[config.mk]
export PLATFORM = sky130hd
export DESIGN_NAME = port_edge_irq
export DESIGN_NICKNAME = d
export VERILOG_FILES = /design/src/rtl/port_edge_irq_pkg.sv /design/src/rtl/pei_sync.sv /design/src/rtl/pei_edge_det.sv /design/src/rtl/pei_ctrl.sv /design/src/rtl/port_edge_irq.sv
export SDC_FILE = /design/constraint.sdc
export NUM_CORES = 1
export LEC_CHECK = 0
export BUFFER_PORTS_ARGS = -buffer_cell sky130_fd_sc_hd__buf_2
export CAP_MARGIN = 20
export CELL_PAD_IN_SITES_DETAIL_PLACEMENT = 2
export CELL_PAD_IN_SITES_GLOBAL_PLACEMENT = 2
export CORE_UTILIZATION = 30
export CTS_CLUSTER_DIAMETER = 40
export CTS_CLUSTER_SIZE = 25
export DETAILED_ROUTE_END_ITERATION = 8
export GPL_TIMING_DRIVEN = 0
export MAX_ROUTING_LAYER = met4
export PLACE_DENSITY = 0.8
export SYNTH_ARGS = -nofsm -noshare
export SYNTH_HDL_FRONTEND = slang
export SYNTH_SLANG_ARGS = --single-unit
[constraint.sdc]
create_clock -name clk -period 2.4 [get_ports clk]
set_clock_uncertainty 0.15 [all_clocks]
set_input_delay 0.72 -clock clk [delete_from_list [all_inputs] [get_ports clk]]
set_output_delay 0.72 -clock clk [all_outputs]
set_load 0.01 [all_outputs]
[src/rtl/port_edge_irq_pkg.sv]
package port_edge_irq_pkg;

    typedef enum logic [1:0] {
        MODE_OFF  = 2'b00,
        MODE_RISE = 2'b01,
        MODE_FALL = 2'b10,
        MODE_BOTH = 2'b11
    } edge_mode_e;

    typedef enum logic [1:0] {
        ST_PRIME = 2'b00,
        ST_IDLE  = 2'b01,
        ST_PEND  = 2'b10
    } ctrl_state_e;

endpackage

[src/rtl/pei_sync.sv]
module pei_sync #(
    parameter int WIDTH  = 8,
    parameter int STAGES = 2
) (
    input  logic             clk,
    input  logic             rst_n,
    input  logic [WIDTH-1:0] async_i,
    output logic [WIDTH-1:0] sync_o
);
    logic [WIDTH-1:0] chain_q [STAGES];

    generate
        for (genvar s = 0; s < STAGES; s++) begin : g_stage
            if (s == 0) begin : g_first
                always_ff @(posedge clk or negedge rst_n) begin
                    if (!rst_n) chain_q[s] <= '0;
                    else        chain_q[s] <= async_i;
                end
            end else begin : g_rest
                always_ff @(posedge clk or negedge rst_n) begin
                    if (!rst_n) chain_q[s] <= '0;
                    else        chain_q[s] <= chain_q[s-1];
                end
            end
        end
    endgenerate

    assign sync_o = chain_q[STAGES-1];
endmodule

[src/rtl/pei_edge_det.sv]
module pei_edge_det
    import port_edge_irq_pkg::*;
(
    input  logic       clk,
    input  logic       rst_n,
    input  logic       level,
    input  logic       armed,
    input  edge_mode_e mode,
    output logic       evt
);
    logic prev_q;
    logic rise;
    logic fall;

    always_ff @(posedge clk or negedge rst_n) begin
        if (!rst_n) prev_q <= 1'b0;
        else        prev_q <= level;
    end

    assign rise = level & ~prev_q;
    assign fall = ~level & prev_q;

    always_comb begin
        evt = 1'b0;
        if (armed) begin
            unique case (mode)
                MODE_OFF:  evt = 1'b0;
                MODE_RISE: evt = rise;
                MODE_FALL: evt = fall;
                MODE_BOTH: evt = rise | fall;
                default:   evt = 1'b0;
            endcase
        end
    end
endmodule

[src/rtl/pei_ctrl.sv]
module pei_ctrl
    import port_edge_irq_pkg::*;
#(
    parameter int PINS        = 8,
    parameter int PRIME_COUNT = 2
) (
    input  logic            clk,
    input  logic            rst_n,
    input  logic [PINS-1:0] pin_evt,
    input  logic            rd_stb,
    output logic [PINS-1:0] status,
    output logic            armed,
    output logic            irq
);
    localparam int CW = $clog2(PRIME_COUNT + 1);

    ctrl_state_e     state_q, state_d;
    logic [CW-1:0]   cnt_q;
    logic [PINS-1:0] status_q, status_d;

    // status word: read clears, events in the same cycle survive
    always_comb begin
        status_d = (rd_stb ? '0 : status_q) | pin_evt;
    end

    always_ff @(posedge clk or negedge rst_n) begin
        if (!rst_n) status_q <= '0;
        else        status_q <= status_d;
    end

    always_ff @(posedge clk or negedge rst_n) begin
        if (!rst_n)                 cnt_q <= '0;
        else if (state_q == ST_PRIME) cnt_q <= cnt_q + 1'b1;
    end

    // next-state process
    always_comb begin
        state_d = state_q;
        unique case (state_q)
            ST_PRIME: if (cnt_q == CW'(PRIME_COUNT)) state_d = ST_IDLE;
            ST_IDLE:  if (status_d != '0)            state_d = ST_PEND;
            ST_PEND:  if (status_d == '0)            state_d = ST_IDLE;
            default:                                 state_d = ST_PRIME;
        endcase
    end

    // state register
    always_ff @(posedge clk or negedge rst_n) begin
        if (!rst_n) state_q <= ST_PRIME;
        else        state_q <= state_d;
    end

    // outputs
    always_comb begin
        armed = 1'b1;
        irq   = 1'b0;
        unique case (state_q)
            ST_PRIME: armed = 1'b0;
            ST_IDLE:  irq   = 1'b0;
            ST_PEND:  irq   = 1'b1;
            default:  armed = 1'b0;
        endcase
    end

    assign status = status_q;
endmodule

[src/rtl/port_edge_irq.sv]
module port_edge_irq
    import port_edge_irq_pkg::*;
#(
    parameter int PINS        = 8,
    parameter int SYNC_STAGES = 2
) (
    input  logic              clk,
    input  logic              rst_n,
    input  logic [PINS-1:0]   pin_i,
    input  logic [2*PINS-1:0] cfg_mode,
    input  logic              rd_stb,
    output logic [PINS-1:0]   rd_data,
    output logic              irq
);
    logic [PINS-1:0] pin_sync;
    logic [PINS-1:0] pin_evt;
    logic [PINS-1:0] status_q;
    logic            armed;

    pei_sync #(.WIDTH(PINS), .STAGES(SYNC_STAGES)) i_sync (
        .clk     (clk),
        .rst_n   (rst_n),
        .async_i (pin_i),
        .sync_o  (pin_sync)
    );

    generate
        for (genvar p = 0; p < PINS; p++) begin : g_pin
            pei_edge_det i_det (
                .clk   (clk),
                .rst_n (rst_n),
                .level (pin_sync[p]),
                .armed (armed),
                .mode  (edge_mode_e'(cfg_mode[2*p +: 2])),
                .evt   (pin_evt[p])
            );
        end
    endgenerate

    pei_ctrl #(.PINS(PINS), .PRIME_COUNT(SYNC_STAGES)) i_ctrl (
        .clk     (clk),
        .rst_n   (rst_n),
        .pin_evt (pin_evt),
        .rd_stb  (rd_stb),
        .status  (status_q),
        .armed   (armed),
        .irq     (irq)
    );

    assign rd_data = rd_stb ? status_q : '0;
endmodule

# Word level (Yosys, flattened, before mapping)

Cells that the tools add are included.
W data, S select, Z words.

Add/sub/neg operators: 1
Equal/unequal tests: 30
Muxes and demuxes: 24
Bitwise gates (word level): 41
Reduce and logical (&&, ||, !) cells: 13

Operator list:

| kind                  | number |
|---|---|
| $eq A2 B2 Y1 const B  | 18 |
| $pmux W1 S4           | 8 |
| $eq A2 B1 Y1 const B  | 9 |
| $logic_not A2 Y1      | 9 |
| $and A1 B1 Y1         | 16 |
| $mux W8               | 2 |
| $not A1 Y1            | 16 |
| $mux W1               | 10 |
| $logic_not A8 Y1      | 1 |
| $or A1 B1 Y1          | 8 |
| $or A8 B8 Y8          | 1 |
| $reduce_bool A8 Y1    | 1 |
| $mux W2               | 3 |
| $pmux W2 S3           | 1 |
| $ne A2 B1 Y1 const B  | 2 |
| $reduce_and A3 Y1     | 1 |
| $add A2 B1 Y2 const B | 1 |
| $ne A2 B2 Y1 const B  | 1 |
| $reduce_or A2 Y1      | 1 |

Register bits: 36
Output and inout port bits: 9
Word-level logic and storage cells: 122

# Depth between registers and ports, before layout

Word-level depth: 9
Mapped depth: 9

# Hierarchy

From an unflattened synthesis, not the netlist that was laid out.

Cells, all modules: 161
Area, all modules: 1786.7 µm²

Modules (own cells, without submodules):

| module        | times used | cells an instance | area an instance (µm²) |
|---|---|---|---|
| pei_edge_det  | 8          | 10                | 87.6 |
| pei_ctrl      | 1          | 49                | 575.6 |
| pei_sync      | 1          | 24                | 460.4 |
| port_edge_irq | 1          | 8                 | 50.0 |

# Least setup slack after synthesis

OpenSTA, ideal clock, no wires.

Kind: register to register
Start point: register i_ctrl.state_q[0]
End point: register i_ctrl.state_q[0]
Library setup time: 0.079 ns
Arrival: 1.754 ns
Data required time: 2.171 ns
Path slack: 0.417 ns
Cell stages (with the launch flop): 10
Buffers on the path: 1
Path through: dfrtp_1 > inv_1 > ha_1 > buf_6 > nand4b_2 > o221ai_2 > nor3_2 > nand4_1 > mux2i_1 > mux2i_1

Word-level cells in the longest chain between the ends: 8
Elaborated cells between the ends (all ways): 21
Those cells by class: 5 x eq/ne; 10 x mux; 1 x bitwise; 5 x reduce/logical

RTL lines:

| item                                                   | line                           | source |
|---|---|---|
| start, declared                                        | pei_ctrl.sv:17                 | `ctrl_state_e state_q, state_d;` |
| start signal, assigned                                 | pei_ctrl.sv:50                 | `else state_q <= state_d;` |
| $eq A2 B1 Y1 or $eq A2 B2 Y1 (tied branches)           | pei_ctrl.sv:57                 | `unique case (state_q)` |
| $reduce_or A2 Y1 (no line) (*)                         | -                              |  |
| $mux W1 (*)                                            | pei_ctrl.sv:57                 |  |
| $mux W1 (*)                                            | pei_edge_det.sv:25             | `if (armed) begin` |
| $or A8 B8 Y8 (*)                                       | pei_ctrl.sv:23                 | `status_d = (rd_stb ? '0 : status_q) \| pin_evt;` |
| named net i_ctrl.status_d[6]                           | pei_ctrl.sv:19                 | `logic [PINS-1:0] status_q, status_d;` |
| $logic_not A8 Y1 or $reduce_bool A8 Y1 (tied branches) | pei_ctrl.sv:42, pei_ctrl.sv:41 |  |
| $ne A2 B1 Y1 (no line)                                 | -                              |  |
| $reduce_and A3 Y1 (no line) (*)                        | -                              |  |

The timed path passes the listed nets; every way through them passes the cells marked *.
A chain may end at the register's enable or synchronous reset.

# Worst setup path in the final report

Start point: input rd_stb
End point: output rd_data[6]

Word-level cells in the longest chain between the ends: 1

RTL lines:

| item            | line                | source |
|---|---|---|
| start, declared | port_edge_irq.sv:11 | `input logic rd_stb,` |
| $mux W8         | port_edge_irq.sv:50 | `assign rd_data = rd_stb ? status_q : '0;` |
| end, declared   | port_edge_irq.sv:12 | `output logic [PINS-1:0] rd_data,` |

No other way between the ends.

==> flow_summary.ini <==
[worst_setup_path]
critPathTopFamily = buffers and inverters
r2r_setup_slack_ns = 0.16
crit_type = input pin to output port
cp_data_arrival_time_ns = 1.45
worstPathBufferInverterCount = 3
critPathSlowestCell = clkbuf_2
worstPathRequired_ns = 1.53
slowest_delay_ns = 0.24
worst_setup_path_start_kind = input pin
worstPathCellList = buf_2 -> clkbuf_2 -> and2_1 -> buf_2
end_kind = output port
critical_path.max_fanout = 10
path_common_cell = buf_2

[cells_and_area]
layout.nets = 250
antenna-diode-count = 0
utilization_pct = 38.59
drive_above_1_share_pct = 26.11
fillers = 638
stdcell_count = 275
syn_to_final_growth_pct = 22.26

[hold_path]
hold_path.class = flop to flop

[synthesis]
synth_area_leaders = dfrtp_1 (51%), ha_1 (15%), inv_1 (7.3%)
syn_nets = 205
seq_area_frac_synth_pct = 51.21
synth_warnings = 0
synth.area.mux_share_pct = 5.121
netlist.top_cell.by_area = dfrtp_1
synth.distinct_cells = 26
synth_xor_area_share_pct = 0.4979
avgSynthCellArea_um2 = 11.21
synth_top_family_by_area = adder cells
synthCells = 157
async_reset_ff_share_pct = 100.0
synth_area_um2 = 1759
synth-compound-area-share_pct = 9.104
synth_fa_ha_area_share_pct = 14.94
yosys.area_share.simple_pct = 11.02
synth-edff-count = 0
synth_top_area_share_pct = 51.21
ys_seq_elements = 36
synth_flop_cell = dfrtp_1

[sta]
rsz0062_at_grt = no
fin_crit_ns = 2.320
finalHoldViolations = 0
worst_pin_slew_ns = 0.8280
holdWs_ns = 0.1980
fin_crit_sh_pct = 96.68
fmax_ghz = 0.4310
setup_viol = 0
worst_slack_ns = 0.07960
slew_headroom_pct = 44.80
finalMaxSlewViolations = 0

[pwr]
power_density_nw_per_um2 = 953.6
clkPwrFrac_pct = 21.8
swShare_pct = 35.41
internal_power_uw = 1325
pwr-share-comb_pct = 39.6
power_switching_uw = 726.3
seq_power_share_pct = 38.6
ir_worst_vdd_v = 0.0003409
leakagePower_uw = 0.001159

[place]
numPortBuffers = 35
gp_congestion = 0.7309
dp.cells = 264
place_worst_setup_slack_ns = -0.08014
hpwl_um = 2905

[grt]
grt_pass1_vias = 1340
grt_use_total_pct = 14.26
overflow = 0
grt_pass1_wl_um = 6375
grt_start_max_net_pins = 37
antenna_found_initial = 0

[detailed_routing]
drt_iter0_drc = 27
via_count = 1224
totalWireLength_um = 3896
first_pass_iters = 2
ant_nets = 0
drc = 0
wire_per_inst_um = 14.17
viasPerCell = 4.451

[outcome]
status = completed

[floorplan]
io-pin-count = 36
die_w_um = 78.58
start_util_pct = 31.56
die-area_um2 = 6174
chipHeight_um = 78.58
num_rows = 27
core_um2 = 5574

[clock_tree]
clock-sinks = 36
cts_root_buf = clkbuf_8
clk_latency_ns = 0.29
cts_buffers = 5
clockBufferDepth = 2
cts_hold_buf = 0
htreeDepth = 2
cts_tree = yes
clkTransAtPathRegs_ns = 0.06

[flow_run]
maxCapViolCount = 0
-- cells in the mapped netlist, types with 2 or more instances --
cell      count
inv_1        34
mux2i_1       9
o21ai_0       5
nor2_1        3
nand2_1      11
ha_1         21
o21bai_1      3
o21ai_1       2
o221ai_1      2
a21o_1        2
o221ai_2      2
nand4b_1      3
nor2b_1       4
dfrtp_1      36
and2_1        8
a21oi_1       2
-- final timing paths --
check | from | end | depth (start not counted)
setup / recovery | rd_stb | rd_data[6] | 4
hold / removal | i_sync.chain_q[12] | i_sync.sync_o[4] | 0
hold reg to reg | i_sync.chain_q[12] | i_sync.sync_o[4] | 0
max in group asynchronous | rst_n | i_sync.chain_q[9] | 1
min in group asynchronous | rst_n | i_sync.sync_o[2] | 1
setup reg to reg | i_ctrl.state_q[0] | i_ctrl.state_q[0] | 9
-- per-layer routing --
metal | wire length, µm | global-route usage [%]
met4 | 50 | 4.444
met5 | 0 | -
met2 | 2064 | 24.09
met3 | 168 | 4.302
met1 | 1613 | 16.13
-- power by group through the flow --
stage          Clock (µW)  Sequential [µW]  Combinational [µW]
2_1_floorplan           0              783                 511
3_3_place_gp            0              795                 689
3_5_place_dp            0              805                 747
4_1_cts               465              794                 759
5_1_grt               498              808                 899
6_report              448              791                 812
-- sequential cells by signal (all words and copies together) (netlist names) --
name,count
g_pin.i_det.prev_q,8
i_ctrl.cnt_q,2
i_ctrl.state_q,2
i_ctrl.status,8
i_sync.chain_q,8
i_sync.sync_o,8
-- kinds of logic (layout without fill, tap and decap cells) --
group / Yosys count / in the layout
mux: 9 / 9
buf+inv: 36 / 82
fa+ha+maj: 21 / 21
compound gates: 21 / 21
simple gates: 33 / 33
flops: 36 / 36
xor+xnor: 1 / 1
-- what timing repair did --
action / in CTS / in global routing
gates resized for setup: 1 / 1
endpoints found under the setup margin: 7 / 1
setup buffers: 0 / 3
pin swaps: 0 / 1
-- layout make-up --
cell class / instances / area [µm²] / area share, %
plain buffers: 2 / 16.27 / 0.7563
multi-input cells: 85 / 728.2 / 33.86
well taps: 72 / 90.09 / 4.188
repair buffers: 38 / 197.7 / 9.191
clock buffers: 8 / 90.09 / 4.188
inverters: 34 / 127.6 / 5.934
flip-flops and latches: 36 / 900.9 / 41.88
-- cell usage in the layout (no fill, tap or decap), types with 2 or more instances in the layout --
| master | count |
|---|---|
| dfrtp_1 | 36 |
| a21o_1 | 2 |
| clkbuf_8 | 6 |
| nand2_1 | 11 |
| ha_1 | 20 |
| o21ai_0 | 5 |
| a21oi_1 | 2 |
| o221ai_1 | 2 |
| nor2b_1 | 4 |
| nor2_1 | 3 |
| buf_4 | 3 |
| o21bai_1 | 3 |
| o221ai_2 | 2 |
| o21ai_1 | 2 |
| inv_1 | 34 |
| nand4b_1 | 3 |
| clkbuf_1 | 2 |
| and2_1 | 8 |
| buf_2 | 35 |
| mux2i_1 | 9 |
-- per-stage QoR --
step	power, µW	setup TNS (ns)	cell area, µm²
2_1_floorplan	1294	0	1759
3_3_place_gp	1484	-0.1443	2024
3_5_place_dp	1552	-0.3876	2024
4_1_cts	2018	0	2116
5_1_grt	2205	0	2151
6_report	2051	0	2151
Note: power is estimated with default switching activity, not from simulation.
